File: src/rtl/dma_chain_pkg.sv
package dma_chain_pkg;

    typedef enum logic [2:0] {
        ST_IDLE,
        ST_FETCH,
        ST_DECIDE,
        ST_READ,
        ST_WRITE,
        ST_NEXT
    } dma_state_e;

    // Record layout: word index of each field inside a record
    localparam logic [1:0] FLD_COUNT = 2'd0;
    localparam logic [1:0] FLD_SRC   = 2'd1;
    localparam logic [1:0] FLD_DST   = 2'd2;
    localparam logic [1:0] FLD_LINK  = 2'd3;

endpackage

File: src/rtl/dma_desc_fetch.sv
module dma_desc_fetch #(
    parameter int unsigned DW = 32
) (
    input  logic          clk,
    input  logic          rst_n,
    input  logic          restart_i,
    input  logic          take_i,
    input  logic [DW-1:0] word_i,
    output logic [1:0]    idx_o,
    output logic          last_o,
    output logic [DW-1:0] count_o,
    output logic [DW-1:0] src_o,
    output logic [DW-1:0] dst_o,
    output logic [DW-1:0] link_o
);
    import dma_chain_pkg::*;

    typedef struct packed {
        logic [1:0]    idx;
        logic [DW-1:0] count;
        logic [DW-1:0] src;
        logic [DW-1:0] dst;
        logic [DW-1:0] link;
    } fetch_t;

    fetch_t fetch_d, fetch_q;

    always_comb begin
        fetch_d = fetch_q;
        if (restart_i) begin
            fetch_d.idx = FLD_COUNT;
        end else if (take_i) begin
            case (fetch_q.idx)
                FLD_COUNT: fetch_d.count = word_i;
                FLD_SRC:   fetch_d.src   = word_i;
                FLD_DST:   fetch_d.dst   = word_i;
                default:   fetch_d.link  = word_i;
            endcase
            fetch_d.idx = fetch_q.idx + 2'd1;
        end
    end

    always_ff @(posedge clk or negedge rst_n) begin
        if (!rst_n) begin
            fetch_q <= '0;
        end else begin
            fetch_q <= fetch_d;
        end
    end

    assign idx_o   = fetch_q.idx;
    assign last_o  = (fetch_q.idx == FLD_LINK);
    assign count_o = fetch_q.count;
    assign src_o   = fetch_q.src;
    assign dst_o   = fetch_q.dst;
    assign link_o  = fetch_q.link;

endmodule

File: src/rtl/dma_word_mover.sv
module dma_word_mover #(
    parameter int unsigned DW = 32
) (
    input  logic          clk,
    input  logic          rst_n,
    input  logic          load_i,
    input  logic [DW-1:0] src_i,
    input  logic [DW-1:0] dst_i,
    input  logic [DW-1:0] words_i,
    input  logic          rd_take_i,
    input  logic          wr_take_i,
    input  logic [DW-1:0] word_i,
    output logic [DW-1:0] src_o,
    output logic [DW-1:0] dst_o,
    output logic [DW-1:0] data_o,
    output logic          last_o
);
    localparam int unsigned   STEP     = DW / 8;
    localparam logic [DW-1:0] STEP_VEC = DW'(STEP);

    typedef struct packed {
        logic [DW-1:0] src;
        logic [DW-1:0] dst;
        logic [DW-1:0] rem;
        logic [DW-1:0] hold;
    } mover_t;

    mover_t mv_d, mv_q;

    always_comb begin
        mv_d = mv_q;
        if (load_i) begin
            mv_d.src = src_i;
            mv_d.dst = dst_i;
            mv_d.rem = words_i;
        end else begin
            if (rd_take_i) begin
                mv_d.hold = word_i;
            end
            if (wr_take_i) begin
                mv_d.src = mv_q.src + STEP_VEC;
                mv_d.dst = mv_q.dst + STEP_VEC;
                mv_d.rem = mv_q.rem - 1'b1;
            end
        end
    end

    always_ff @(posedge clk or negedge rst_n) begin
        if (!rst_n) begin
            mv_q <= '0;
        end else begin
            mv_q <= mv_d;
        end
    end

    assign src_o  = mv_q.src;
    assign dst_o  = mv_q.dst;
    assign data_o = mv_q.hold;
    assign last_o = (mv_q.rem == DW'(1));

endmodule

File: src/rtl/dma_chain_engine.sv
module dma_chain_engine #(
    parameter int unsigned DW = 32
) (
    input  logic          clk,
    input  logic          rst_n,
    input  logic          start_i,
    input  logic [DW-1:0] first_desc_i,
    output logic          busy_o,
    output logic          done_o,
    output logic          mem_req_o,
    output logic          mem_we_o,
    output logic [DW-1:0] mem_addr_o,
    output logic [DW-1:0] mem_wdata_o,
    input  logic [DW-1:0] mem_rdata_i,
    input  logic          mem_ready_i
);
    import dma_chain_pkg::*;

    localparam int unsigned SH = $clog2(DW / 8);

    typedef struct packed {
        dma_state_e    state;
        logic [DW-1:0] ptr;
        logic          done;
    } ctl_t;

    ctl_t ctl_d, ctl_q;

    logic          f_restart, f_take, f_last;
    logic [1:0]    f_idx;
    logic [DW-1:0] f_count, f_src, f_dst, f_link;
    logic          m_load, m_rd_take, m_wr_take, m_last;
    logic [DW-1:0] m_src, m_dst, m_data;
    logic [DW-1:0] words_w;

    assign words_w = f_count >> SH;

    dma_desc_fetch #(.DW(DW)) u_fetch (
        .clk       (clk),
        .rst_n     (rst_n),
        .restart_i (f_restart),
        .take_i    (f_take),
        .word_i    (mem_rdata_i),
        .idx_o     (f_idx),
        .last_o    (f_last),
        .count_o   (f_count),
        .src_o     (f_src),
        .dst_o     (f_dst),
        .link_o    (f_link)
    );

    dma_word_mover #(.DW(DW)) u_mover (
        .clk       (clk),
        .rst_n     (rst_n),
        .load_i    (m_load),
        .src_i     (f_src),
        .dst_i     (f_dst),
        .words_i   (words_w),
        .rd_take_i (m_rd_take),
        .wr_take_i (m_wr_take),
        .word_i    (mem_rdata_i),
        .src_o     (m_src),
        .dst_o     (m_dst),
        .data_o    (m_data),
        .last_o    (m_last)
    );

    always_comb begin
        ctl_d       = ctl_q;
        mem_req_o   = 1'b0;
        mem_we_o    = 1'b0;
        mem_addr_o  = '0;
        mem_wdata_o = m_data;
        f_restart   = 1'b0;
        f_take      = 1'b0;
        m_load      = 1'b0;
        m_rd_take   = 1'b0;
        m_wr_take   = 1'b0;

        case (ctl_q.state)
            ST_IDLE: begin
                if (start_i) begin
                    if (first_desc_i == '0) begin
                        ctl_d.done = 1'b1;
                    end else begin
                        ctl_d.done  = 1'b0;
                        ctl_d.ptr   = first_desc_i;
                        ctl_d.state = ST_FETCH;
                        f_restart   = 1'b1;
                    end
                end
            end
            ST_FETCH: begin
                mem_req_o  = 1'b1;
                mem_addr_o = ctl_q.ptr + (DW'(f_idx) << SH);
                if (mem_ready_i) begin
                    f_take = 1'b1;
                    if (f_last) begin
                        ctl_d.state = ST_DECIDE;
                    end
                end
            end
            ST_DECIDE: begin
                m_load = 1'b1;
                if (words_w == '0) begin
                    ctl_d.state = ST_NEXT;
                end else begin
                    ctl_d.state = ST_READ;
                end
            end
            ST_READ: begin
                mem_req_o  = 1'b1;
                mem_addr_o = m_src;
                if (mem_ready_i) begin
                    m_rd_take   = 1'b1;
                    ctl_d.state = ST_WRITE;
                end
            end
            ST_WRITE: begin
                mem_req_o  = 1'b1;
                mem_we_o   = 1'b1;
                mem_addr_o = m_dst;
                if (mem_ready_i) begin
                    m_wr_take = 1'b1;
                    if (m_last) begin
                        ctl_d.state = ST_NEXT;
                    end else begin
                        ctl_d.state = ST_READ;
                    end
                end
            end
            ST_NEXT: begin
                if (f_link == '0) begin
                    ctl_d.state = ST_IDLE;
                    ctl_d.done  = 1'b1;
                end else begin
                    ctl_d.ptr   = f_link;
                    ctl_d.state = ST_FETCH;
                    f_restart   = 1'b1;
                end
            end
            default: begin
                ctl_d.state = ST_IDLE;
            end
        endcase
    end

    always_ff @(posedge clk or negedge rst_n) begin
        if (!rst_n) begin
            ctl_q <= '{state: ST_IDLE, ptr: '0, done: 1'b0};
        end else begin
            ctl_q <= ctl_d;
        end
    end

    assign busy_o = (ctl_q.state != ST_IDLE);
    assign done_o = ctl_q.done;

endmodule

File: config.mk
export PLATFORM = sky130hd
export DESIGN_NAME = dma_chain_engine
export DESIGN_NICKNAME = d
export VERILOG_FILES = /design/src/rtl/dma_chain_pkg.sv /design/src/rtl/dma_desc_fetch.sv /design/src/rtl/dma_word_mover.sv /design/src/rtl/dma_chain_engine.sv
export SDC_FILE = /design/constraint.sdc
export NUM_CORES = 1
export LEC_CHECK = 0
export BUFFER_PORTS_ARGS = -buffer_cell sky130_fd_sc_hd__buf_2
export CORE_MARGIN = 1
export CORE_UTILIZATION = 40
export DETAILED_ROUTE_END_ITERATION = 12
export GPL_ROUTABILITY_DRIVEN = 0
export SLEW_MARGIN = 20
export SYNTH_ARGS = -nofsm -noshare
export SYNTH_HDL_FRONTEND = slang
export SYNTH_SLANG_ARGS = --single-unit
File: constraint.sdc
create_clock -name clk -period 2.4 [get_ports clk]
set_input_delay 0.24 -clock clk [delete_from_list [all_inputs] [get_ports clk]]
set_output_delay 0.24 -clock clk [all_outputs]
set_load 0.03 [all_outputs]
==> flow_summary_export.csv <==
group,metric,value,unit
floorplan,die_h,194,µm
synthesis,yosysTopAreaCell,"dfrtp_1",
synthesis,yosys_warnings,0,
synthesis,syn_area,0.0148,mm²
finish,fin_cells,2012,
synthesis,async_flop_share,100,%
routing,vias_per_cell,5.93,
placed_design,io_buffers,135,
global_route,grt_use_met2,38.4,%
global_route,grt_overflow,0,
synthesis,syn-num-nets,1431,
synthesis,seq_area_frac_synth,49.5,%
timing,slew_violations,0,
finish,postLayoutCellArea,0.0183,mm²
timing,fin_crit_sh,112,%
synthesis,synth_cells,1351,
timing,fin_skew,0.0143,ns
synthesis,ys_seq_elements,292,
global_route,grt_pass1_wl,70.9,mm
pwr,max-vdd-ir-drop,738,µV
floorplan,dieArea,0.0377,mm²
clock_tree,cts.clk_slew.worst_paths,0.06,ns
routing,antenna_left,0,
synthesis,ys.flop_type,"dfrtp_1",
routing,num_vias,11900,
synthesis,ys_top_cells_by_count,"dfrtp_1, mux2_2, nand2_1",
timing,finalHoldViolCount,0,
synthesis,synthTopCellsByArea,"dfrtp_1, mux2_2, nand2_1, o21ai_0, nand3_1",
clock_tree,tritoncts,"yes",
finish,area_growth,23.9,%
global_route,use_met3,4.61,%
synthesis,synth_edf_count,0,
clock_tree,cts_buffers,34,
clock_tree,clock_sinks,292,
finish,n_fill_cell,3188,
clock_tree,cts_htree_levels,2,
routing,dr.first_iter.drc_count,958,
global_route,grt_pass1_vias,12000,
global_route,gr-usage-met1,33.5,%
placed_design,dp.cells,1927,
floorplan,coreArea,0.0359,mm²
synthesis,yosys.area.top_type_share,49.5,%
timing,relSlewSlack,58.4,%
timing,clock.fmax,372,MHz
critical_path,slowest_stage,"dfrtp_1",
global_route,grt_max_degree,70,
synthesis,postSynthAreaPerCell,10.9,µm²
critical_path,crit_chain,"ha_4 -> a21o_1 -> and3_4 -> buf_4 -> nand3_2 -> xor2_1 -> o21ai_1 -> buf_4",
finish,num_antenna_cells,0,
clock_tree,clock_latency,0.53,ns
timing,setup_viol_count_final,27,
critical_path,worstSetupPathType,"register to output pin",
clock_tree,cts.path.max_buffers,3,
critical_path,crit_path_max_fanout,6,
timing,min_period,2.69,ns
synthesis,ys_types,64,
routing,drc_errors,1,
critical_path,crit_top_cell,"buf_4",
pwr,power.density,1350,mW/mm²
critical_path,worstSetupStartpointType,"register",
timing,rsz0062_at_grt,"yes",
placed_design,preCtsSetupSlack,-0.0979,ns
floorplan,row_count,69,
critical_path,slowest_delay,0.42,ns
critical_path,required,2.16,ns
finish,drive_above_1_share,38.7,%
timing,worst_pin_slew,0.624,ns
routing,wire_per_inst,22.5,µm
outcome,violations,"design-rule violations, negative setup slack",
outcome,status,"finished, violations left",
placed_design,dpl-instance-area,0.0164,mm²
critical_path,endpoint_kind,"output pin",
worst_hold_path,hold_class,"primary input to register",
finish,num-nets-final,1606,
timing,fin_ws,-0.286,ns
floorplan,chipWidth,194,µm
clock_tree,cts-root-buf,"clkbuf_16",
placed_design,dp_hpwl,31.8,mm
routing,drt_wl_total,45.2,mm
run,cap_violations,0,
global_route,antenna_found_initial,1,
critical_path,cp.arrival,2.45,ns
global_route,track_usage,24.3,%
floorplan,io_pins,136,
synthesis,synth.most_common_cell,"dfrtp_1",
global_route,grt_busiest_layer,"met2",
pwr,leakage,7.87,nW
floorplan,start_util,41.1,%
routing,drt_first_pass_iters,12,
## power by group
| part | total, mW | internal (mW) | leakage, nW | switching (mW) |
|---|---|---|---|---|
| Sequential | 9.41 | 7.25 | 3.62 | 2.16 |
| Combinational | 9.59 | 4.47 | 3.63 | 5.12 |
| Clock | 5.76 | 3.66 | 0.622 | 2.10 |
| Total | 24.8 | 15.4 | 7.87 | 9.39 |
## worst max-delay path, delay by kind of cell, from the launching register on
kind	cells	cell delay [ns]
buffers and inverters	2	0.34
AOI/OAI and AO/OA	2	0.37
xor gates and xnor gates	1	0.16
and+or+nand+nor	2	0.35
adders and majority gates	1	0.29
DFF	1	0.42
## layout by cell type (no fill, tap or decap), drive strengths merged, types with 10 or more instances in the layout
cell type / count
mux2: 218
o311ai: 21
nand3: 61
nor4: 39
nor3: 26
inv: 19
a221o: 23
xor2: 20
ha: 11
xnor2: 11
nand4: 30
a31oi: 10
o211ai: 33
clkbuf: 46
a21oi: 24
buf: 246
nor3b: 13
nand2: 130
o21ai: 77
and3: 14
a22oi: 29
or3: 10
nor2: 42
dfrtp: 292
## final cells by class
cell class	instances	area (µm²)	area share, %
clock buffer	46	1030	5.63
clock inverter	15	238	1.30
inverter	19	73.8	0.404
multi-input combinational	931	7180	39.3
sequential	292	7320	40.0
tap	461	577	3.15
timing repair buffer	248	1880	10.3
## final timing paths
check	from	cells past startpoint	slack (ns)	end
setup / recovery	ctl_q[4]	8	-0.29	mem_addr_o[13]
max in group asynchronous	rst_n	3	1.32	u_mover.dst_o[6]
hold reg to reg	u_fetch.src_o[0]	2	0.47	u_mover.src_o[0]
hold / removal	mem_rdata_i[0]	2	0.03	u_mover.data_o[0]
min in group asynchronous	rst_n	2	0.30	u_fetch.count_o[9]
setup reg to reg	u_mover.mv_q[57]	5	0.02	ctl_q[34]
## through the flow
step	hold slack [ns]	TNS (ns)	utilization, %	power (mW)
floorplan	-0.0556	0	-	15.3
global placement	0.267	-0.157	45.6	17.9
detailed placement	0.264	-0.526	45.6	18.2
CTS	0.0257	-4.70	50.3	24.5
global route	0.0264	-6.88	50.9	26.1
finish	0.0302	-4.95	50.9	24.8
## routing by layer
layer	share of wire, %	vias to the layer above
li1	-	5381
met1	45	6065
met2	47	409
met3	6.1	79
met4	2.4	0
met5	0	-
## cells by family (layout without fill, tap and decap cells)
family	Yosys count	count (layout)	share of synthesized area, %
buffers and inverters	128	328	4.11
muxes	227	227	17.2
DFF	292	292	49.5
and+or+nand+nor	404	404	14.1
adders and majority gates	12	12	1.07
AOI/OAI and AO/OA	257	257	12.1
xor gates and xnor gates	31	31	1.84
## registers in the layout (all words and copies together), names as in the netlist
name / cells
done_o: 1
ctl_q: 35
u_mover.mv_q: 32
u_fetch.src_o: 32
u_fetch.link_o: 32
u_mover.dst_o: 32
u_fetch.idx_o: 2
u_mover.data_o: 32
u_fetch.dst_o: 32
u_mover.src_o: 32
u_fetch.count_o: 30
## repair_timing
item                                    in CTS  in global routing
pin swaps                                   25                 18
hold buffers                                 2                  0
endpoints found under the setup margin      32                 50
buffers inserted                            16                  5
gates resized for setup                     81                 44
endpoints found under the hold margin       64                  0
cloned                                       1                  0
Note: power is estimated with default switching activity, not from simulation.
